File: config.mk
export PLATFORM = sky130hd
export DESIGN_NAME = fcs_state_selector
export DESIGN_NICKNAME = d
export VERILOG_FILES = /design/src/rtl/fcs_pkg.sv /design/src/rtl/fcs_candidate_map.sv /design/src/rtl/fcs_predictor.sv /design/src/rtl/fcs_cost.sv /design/src/rtl/fcs_state_selector.sv
export SDC_FILE = /design/constraint.sdc
export NUM_CORES = 2
export LEC_CHECK = 0
export BUFFER_PORTS_ARGS = -buffer_cell sky130_fd_sc_hd__buf_2
export CAP_MARGIN = 10
export CORE_UTILIZATION = 29
export DETAILED_ROUTE_END_ITERATION = 8
export REMOVE_ABC_BUFFERS = 1
export SYNTH_ARGS = -nofsm -noshare
export SYNTH_HDL_FRONTEND = slang
export SYNTH_SLANG_ARGS = --single-unit
File: constraint.sdc
create_clock -name clk -period 33 [get_ports clk]
set_input_delay 6.6 -clock clk [delete_from_list [all_inputs] [get_ports clk]]
set_output_delay 6.6 -clock clk [all_outputs]
set_load 0.02 [all_outputs]
File: src/rtl/fcs_pkg.sv
// Shared constants and helpers for the predictive state selector.
// Assumes the fixed eight-state packed U-cell topology.
package fcs_pkg;

    localparam int NCAND = 8;
    localparam int IW    = 3;

    // Switch triple {Sa,Sb,Sc} of candidate code idx (state idx+1).
    function automatic logic [2:0] cand_abc(input logic [IW-1:0] idx);
        return {~idx[2], idx[1], idx[0]};
    endfunction

    // Six-bit gate word: [0]=Sa [1]=Sb [2]=Sc [3]=Sd [4]=Se [5]=Sf.
    function automatic logic [5:0] gate_word(input logic [IW-1:0] idx);
        logic [2:0] abc;
        abc = cand_abc(idx);
        return {~abc[0], ~abc[1], ~abc[2], abc[0], abc[1], abc[2]};
    endfunction

endpackage

File: src/rtl/fcs_candidate_map.sv
// Maps a candidate code to its signed DC-link coefficient pair.
// S1 = Sa - Sb weights V1, S2 = Sb - Sc weights V2; both lie in {-1,0,+1}.
module fcs_candidate_map
    import fcs_pkg::*;
(
    input  logic [IW-1:0]      idx,
    output logic signed [1:0]  s1,
    output logic signed [1:0]  s2
);
    logic [2:0] abc;

    // Derive the coefficient pair from the switch triple.
    always_comb begin
        abc = cand_abc(idx);
        s1  = $signed({1'b0, abc[2]}) - $signed({1'b0, abc[1]});
        s2  = $signed({1'b0, abc[1]}) - $signed({1'b0, abc[0]});
    end
endmodule

File: src/rtl/fcs_predictor.sv
// One-step grid current predictor for a single candidate.
// Vin = s1*V1 + s2*V2; ipred = floor((A*i + B*(Vin - vs)) / 2^FRAC).
// Assumes current and voltage share one LSB scale and that A and B are
// non-negative constants below 2^(FRAC+1).
module fcs_predictor #(
    parameter int DW      = 16,
    parameter int FRAC    = 16,
    parameter int PDW     = DW + 5,
    parameter int COEF_A  = 65484,
    parameter int COEF_B  = 524
) (
    input  logic signed [1:0]      s1,
    input  logic signed [1:0]      s2,
    input  logic signed [DW-1:0]   v1,
    input  logic signed [DW-1:0]   v2,
    input  logic signed [DW-1:0]   vs,
    input  logic signed [DW-1:0]   ik,
    output logic signed [PDW-1:0]  ipred
);
    localparam int VW = DW + 2;
    localparam int PW = FRAC + PDW;
    localparam logic signed [PW-1:0] CA = PW'(COEF_A);
    localparam logic signed [PW-1:0] CB = PW'(COEF_B);

    logic signed [VW-1:0] t1, t2, vin;
    logic signed [PW-1:0] vin_x, vs_x, ik_x, diff, sum;

    // Select +V, -V or zero for each link term.
    always_comb begin
        case (s1)
            2'b01:   t1 = {{2{v1[DW-1]}}, v1};
            2'b11:   t1 = -{{2{v1[DW-1]}}, v1};
            default: t1 = '0;
        endcase
        case (s2)
            2'b01:   t2 = {{2{v2[DW-1]}}, v2};
            2'b11:   t2 = -{{2{v2[DW-1]}}, v2};
            default: t2 = '0;
        endcase
        vin = t1 + t2;
    end

    // Form the fixed-point prediction and drop the fractional bits.
    always_comb begin
        vin_x = {{(PW-VW){vin[VW-1]}}, vin};
        vs_x  = {{(PW-DW){vs[DW-1]}}, vs};
        ik_x  = {{(PW-DW){ik[DW-1]}}, ik};
        diff  = vin_x - vs_x;
        sum   = CA * ik_x + CB * diff;
        ipred = PDW'(sum >>> FRAC);
    end
endmodule

File: src/rtl/fcs_cost.sv
// Weighted quadratic cost of one candidate, clamped to CW bits.
// cost = WI*(ipred-iref)^2 + WV1*(v1-t1)^2 + WV2*(v2-t2)^2.
// Assumes non-negative weights below 256.
module fcs_cost #(
    parameter int DW  = 16,
    parameter int PDW = DW + 5,
    parameter int CW  = 32,
    parameter int WI  = 10,
    parameter int WV1 = 5,
    parameter int WV2 = 5
) (
    input  logic signed [PDW-1:0] ipred,
    input  logic signed [DW-1:0]  iref,
    input  logic signed [DW-1:0]  v1,
    input  logic signed [DW-1:0]  trk1,
    input  logic signed [DW-1:0]  v2,
    input  logic signed [DW-1:0]  trk2,
    output logic [CW-1:0]         cost
);
    localparam int SW = 2 * (PDW + 1) + 10;

    logic signed [SW-1:0] ei, e1, e2;
    logic [SW-1:0]        sq_i, sq_1, sq_2, total;

    // Signed errors, widened so their squares cannot overflow.
    always_comb begin
        ei = {{(SW-PDW){ipred[PDW-1]}}, ipred} - {{(SW-DW){iref[DW-1]}}, iref};
        e1 = {{(SW-DW){v1[DW-1]}}, v1} - {{(SW-DW){trk1[DW-1]}}, trk1};
        e2 = {{(SW-DW){v2[DW-1]}}, v2} - {{(SW-DW){trk2[DW-1]}}, trk2};
        sq_i = ei * ei;
        sq_1 = e1 * e1;
        sq_2 = e2 * e2;
        total = SW'(WI) * sq_i + SW'(WV1) * sq_1 + SW'(WV2) * sq_2;
    end

    // Clamp to the largest CW-bit value when the exact sum is too wide.
    generate
        if (SW > CW) begin : g_clamp
            localparam logic [SW-1:0] CMAX = {{(SW-CW){1'b0}}, {CW{1'b1}}};
            always_comb cost = (total > CMAX) ? {CW{1'b1}} : total[CW-1:0];
        end else begin : g_pass
            always_comb cost = CW'(total);
        end
    endgenerate
endmodule

File: src/rtl/fcs_state_selector.sv
// Predictive switching-state selector for a seven-level packed U-cell.
// A start strobe while idle captures all samples; the next eight cycles
// score candidates 0..7 one per cycle; the winner is applied together
// with a one-cycle done pulse. Starts during a search are ignored.
// Assumes one shared LSB scale for all currents and voltages.
module fcs_state_selector
    import fcs_pkg::*;
#(
    parameter int DW     = 16,
    parameter int FRAC   = 16,
    parameter int COEF_A = 65484,
    parameter int COEF_B = 524,
    parameter int CW     = 32,
    parameter int WI     = 10,
    parameter int WV1    = 5,
    parameter int WV2    = 5
) (
    input  logic                  clk,
    input  logic                  rst_n,
    input  logic                  start_i,
    input  logic signed [DW-1:0]  i_meas_i,
    input  logic signed [DW-1:0]  v_grid_i,
    input  logic signed [DW-1:0]  i_ref_i,
    input  logic signed [DW-1:0]  v_dc1_i,
    input  logic signed [DW-1:0]  v_dc2_i,
    input  logic signed [DW-1:0]  v_trk1_i,
    input  logic signed [DW-1:0]  v_trk2_i,
    output logic [5:0]            gate_o,
    output logic [2:0]            state_o,
    output logic                  done_o
);
    localparam int PDW = DW + 5;
    localparam logic [IW-1:0] LAST_IDX = IW'(NCAND - 1);
    localparam logic [IW-1:0] ZERO_LOW = IW'(4);

    logic signed [DW-1:0] cap_i, cap_vs, cap_ref, cap_v1, cap_v2, cap_t1, cap_t2;
    logic                 busy;
    logic [IW-1:0]        idx, best_idx, win_idx;
    logic [CW-1:0]        best_cost, cost;
    logic signed [1:0]    s1, s2;
    logic signed [PDW-1:0] ipred;
    logic                 take;

    fcs_candidate_map u_map (
        .idx (idx),
        .s1  (s1),
        .s2  (s2)
    );

    fcs_predictor #(
        .DW(DW), .FRAC(FRAC), .PDW(PDW), .COEF_A(COEF_A), .COEF_B(COEF_B)
    ) u_pred (
        .s1    (s1),
        .s2    (s2),
        .v1    (cap_v1),
        .v2    (cap_v2),
        .vs    (cap_vs),
        .ik    (cap_i),
        .ipred (ipred)
    );

    fcs_cost #(
        .DW(DW), .PDW(PDW), .CW(CW), .WI(WI), .WV1(WV1), .WV2(WV2)
    ) u_cost (
        .ipred (ipred),
        .iref  (cap_ref),
        .v1    (cap_v1),
        .trk1  (cap_t1),
        .v2    (cap_v2),
        .trk2  (cap_t2),
        .cost  (cost)
    );

    // Current candidate replaces the best on the first step or strictly lower cost.
    always_comb begin
        take    = (idx == '0) || (cost < best_cost);
        win_idx = take ? idx : best_idx;
    end

    // Capture the sample snapshot on an accepted start.
    always_ff @(posedge clk) begin
        if (!rst_n) begin
            cap_i   <= '0;
            cap_vs  <= '0;
            cap_ref <= '0;
            cap_v1  <= '0;
            cap_v2  <= '0;
            cap_t1  <= '0;
            cap_t2  <= '0;
        end else if (!busy && start_i) begin
            cap_i   <= i_meas_i;
            cap_vs  <= v_grid_i;
            cap_ref <= i_ref_i;
            cap_v1  <= v_dc1_i;
            cap_v2  <= v_dc2_i;
            cap_t1  <= v_trk1_i;
            cap_t2  <= v_trk2_i;
        end
    end

    // Sequence the candidate index and the busy flag.
    always_ff @(posedge clk) begin
        if (!rst_n) begin
            busy <= 1'b0;
            idx  <= '0;
        end else if (!busy) begin
            if (start_i) begin
                busy <= 1'b1;
                idx  <= '0;
            end
        end else begin
            idx <= idx + 1'b1;
            if (idx == LAST_IDX) begin
                busy <= 1'b0;
            end
        end
    end

    // Track the running minimum across the search.
    always_ff @(posedge clk) begin
        if (!rst_n) begin
            best_cost <= '0;
            best_idx  <= '0;
        end else if (busy && take) begin
            best_cost <= cost;
            best_idx  <= idx;
        end
    end

    // Apply the winner and pulse done after the last candidate.
    always_ff @(posedge clk) begin
        if (!rst_n) begin
            done_o  <= 1'b0;
            state_o <= ZERO_LOW;
            gate_o  <= gate_word(ZERO_LOW);
        end else begin
            done_o <= 1'b0;
            if (busy && idx == LAST_IDX) begin
                done_o  <= 1'b1;
                state_o <= win_idx;
                gate_o  <= gate_word(win_idx);
            end
        end
    end
endmodule

==> results by group <==
Route
  – Starting DRT DRC Count: ~3000
  – DRC: 0
  – TritonRoute pass-1 iters: 5
  – Via count: between 50000 and 60000
  – Vias per cell: 4.74
  – Antenna Nets Post-Route: 0
  – Total wire length: between 150000 and 200000 um
  – Routed WL per cell: 16.1 um

Worst setup path
  – Worst path required time: 33.41 ns
  – CP Launch Type: flip-flop
  – Top delay family on crit path: compound AO/OA/AOI/OAI gates
  – Reg2Reg Depth: 116
  – Reg2reg start: idx[2]
  – Setup Crit Path Kind: flip-flop to flip-flop
  – RR Endpoint: best_cost[27]
  – CP most frequent cell: ha_1
  – CP peak stage delay: around 0.90 ns
  – WP data arrival: 30.52 ns
  – Crit end category: flip-flop
  – Worst Path Buf+Inv: 9
  – Slowest cell on crit path: clkinv_1
  – Critical Path Sink: best_cost[27]
  – CP Max Fanout: 67
  – Levels on crit path: ~120
  – Crit path launch: idx[2]
  – R2r setup slk: 2.90 ns

Global route
  – GRT Total Usage: between 15 and 20%
  – Total grt overflow: 0
  – Initial antenna violation count: 8
  – Vias in the first global route: ~56000
  – Pin count of the biggest net entering global routing: 96
  – First-pass GRT wire length: roughly 300000 um

STA
  – RSZ-0062 raised after global routing: false
  – Slew margin rel.: 22.3%
  – Min Tclk post-route: 30.10 ns
  – Worst Skew: approximately 0.027 ns
  – Slew @ Worst Pin: 1.16 ns
  – PnR worst setup slack: 2.90 ns
  – Fin. Hold Viols: 0
  – Hold Slack: 0.456 ns
  – Final number of max-transition violations: 0
  – Fin crit share: ~90%
  – Max frequency: 33.2 MHz
  – Setup violators final: 0
  – Setup TNS: 0 ns

Placed design
  – Buffers on Ports: roughly 120
  – Global placement routability congestion: just over 0.9
  – Place WS: 3.40 ns
  – Final HPWL from detailed placement: 157000 um

CTS
  – Clock sinks: 158
  – Root buf cell: clkbuf_16
  – Worst-path clk slew: 0.09 ns
  – CTS Hold Buffers Added: 0
  – Clock Path Buffers: 2
  – H-tree Lvls: 4
  – CTS Buf Count: 17
  – Post-CTS setup buffers: 0
  – Worst-Skew Late Latency: roughly 0.53 ns
  – Count of cells resized by post-cts repair: 0
  – CTS tree: yes

Synth
  – Distinct cell type count after synthesis: between 90 and 100
  – Synth Register Bits: 158
  – Post-synth top area share: approximately two fifths
  – Cell Area, Synth: 68600 um2
  – Ys flop type: dfxtp_1
  – Synth area leader: fa_1
  – Synth area leaders: fa_1 (39%), ha_1 (17%), inv_1 (11%), dfxtp_1 (4.6%), nand2_1 (4.0%)
  – Syn avg cell area: 8.62 um2
  – Syn Inst Count: 7959
  – Synthesis Warnings: 0
  – Number of synthesized flops with an enable pin: 0
  – Sequential area share after synthesis: 4.61%
  – Fraction of registers with async set/reset: 0%

Job
  – Max cap viols: 0

Layout
  – Area growth, synth to finish: 7.09%
  – NumNets Final: just over 10000
  – Share of layout cells above drive strength 1: between 3 and 4%

Run status
  – Status: finished clean

Floorplanning
  – Ports: 125
  – Core area: between 200000 and 250000 um2
  – Cell Rows: 178
  – Chip width: 489 um
  – Chip height: 489 um
  – Starting Density: just under 30%
  – Die area: approximately 240000 um2

Hold path
  – HP Class: flip-flop to flip-flop
[final cells by class]
class | count | area, um2
fillers | 24800 | 162000
inverters | 1984 | 7450
well taps | 3150 | 3940
flip-flops and latches | 158 | 3160
repair buffers | 168 | 951
clock buffers | 17 | 425
clock inverters | 15 | 191
multi-input cells | 5636 | 57400
diodes | 5 | 12.5
[logic make-up after synthesis]
| logic type | share of synthesized area, % |
|---|---|
| and+or+nand+nor | 11.8 |
| muxes | 0.239 |
| xor gates and xnor gates | 4.22 |
| AOI/OAI and AO/OA | 11.2 |
| adders and majority gates | 56.0 |
| DFF | 4.61 |
| buffers and inverters | 12.0 |
| other | 0.0109 |
[synth_stat cells, types with 7 or more instances]
master,n
a211o_1,10
a211oi_1,37
a21boi_0,26
a21o_1,139
a21oi_1,400
a22oi_1,7
a311oi_1,15
a31oi_1,28
and2_1,54
and3_1,28
buf_1,7
buf_2,13
clkbuf_1,153
clkinv_1,15
dfxtp_1,158
fa_1,1351
ha_1,909
inv_1,1956
inv_2,13
mux2i_1,13
nand2_1,723
nand2b_1,66
nand3_1,130
nand4_1,36
nor2_1,520
nor2b_1,45
nor3_1,90
nor4_1,13
o2111ai_1,9
o211ai_1,28
o21a_1,63
o21ai_0,218
o21ai_1,15
o21bai_1,55
o22ai_1,10
o31ai_1,53
or2_2,30
or3_1,48
xnor2_1,222
xor2_1,105
[cells in the final DEF, fill, tap and decap left out, types with 130 or more instances in the layout]
master      n
nor2_1    520
xnor2_1   217
ha_1      909
a21oi_1   400
a21o_1    139
dfxtp_1   157
inv_1    1956
nand2_1   722
nand3_1   130
fa_1     1351
o21ai_0   218
[metal layers]
layer / wire (um) / global-route usage, %
met1: 80700 / 21.0
met2: 84500 / 25.8
met3: 9550 / 1.95
met4: 4740 / 4.15
met5: 23 / 0
[worst reg2reg max path, delay by kind of cell, from the launching register on]
family | cells | cell delay [ns]
AOI/OAI and AO/OA | 56 | 12.61
adders and majority gates | 24 | 9.52
and+or+nand+nor | 22 | 4.11
buffers and inverters | 9 | 1.84
xor gates and xnor gates | 5 | 1.39
DFF | 1 | 0.52
[sequential cells by signal, indices dropped and copies added, names as in the netlist]
register and flops:
cap_v1 16, cap_ref 16, cap_t1 16, best_cost 32, cap_i 16, busy 1, cap_v2 16, best_idx 3
done_o 1, cap_vs 16, gate_o 6, cap_t2 16, idx 3
[per-stage QoR]
stage	instances	instance area, um2	utilization (%)
5_1_grt	11100	73500	31.3
4_1_cts	11100	73500	31.3
3_5_place_dp	11100	72900	31.0
3_3_place_gp	11100	72900	31.0
2_1_floorplan	7778	67900	-
6_report	11100	73500	31.3
[how the worst min path moves through the flow]
stage / from / to / cells past startpoint
after CTS: cap_t1[15] / cap_t1[15] / 2
final: cap_t2[15] / cap_t2[15] / 2
after detailed placement: cap_t1[15] / cap_t1[15] / 2
after floorplan: best_cost[0] / best_cost[0] / 2
after global routing: cap_vs[13] / cap_vs[13] / 2
after global placement: best_cost[0] / best_cost[0] / 2
Power is left out: the tool's default activity adds up to more than one toggle a clock period on the data nets, which glitch-free logic cannot reach.
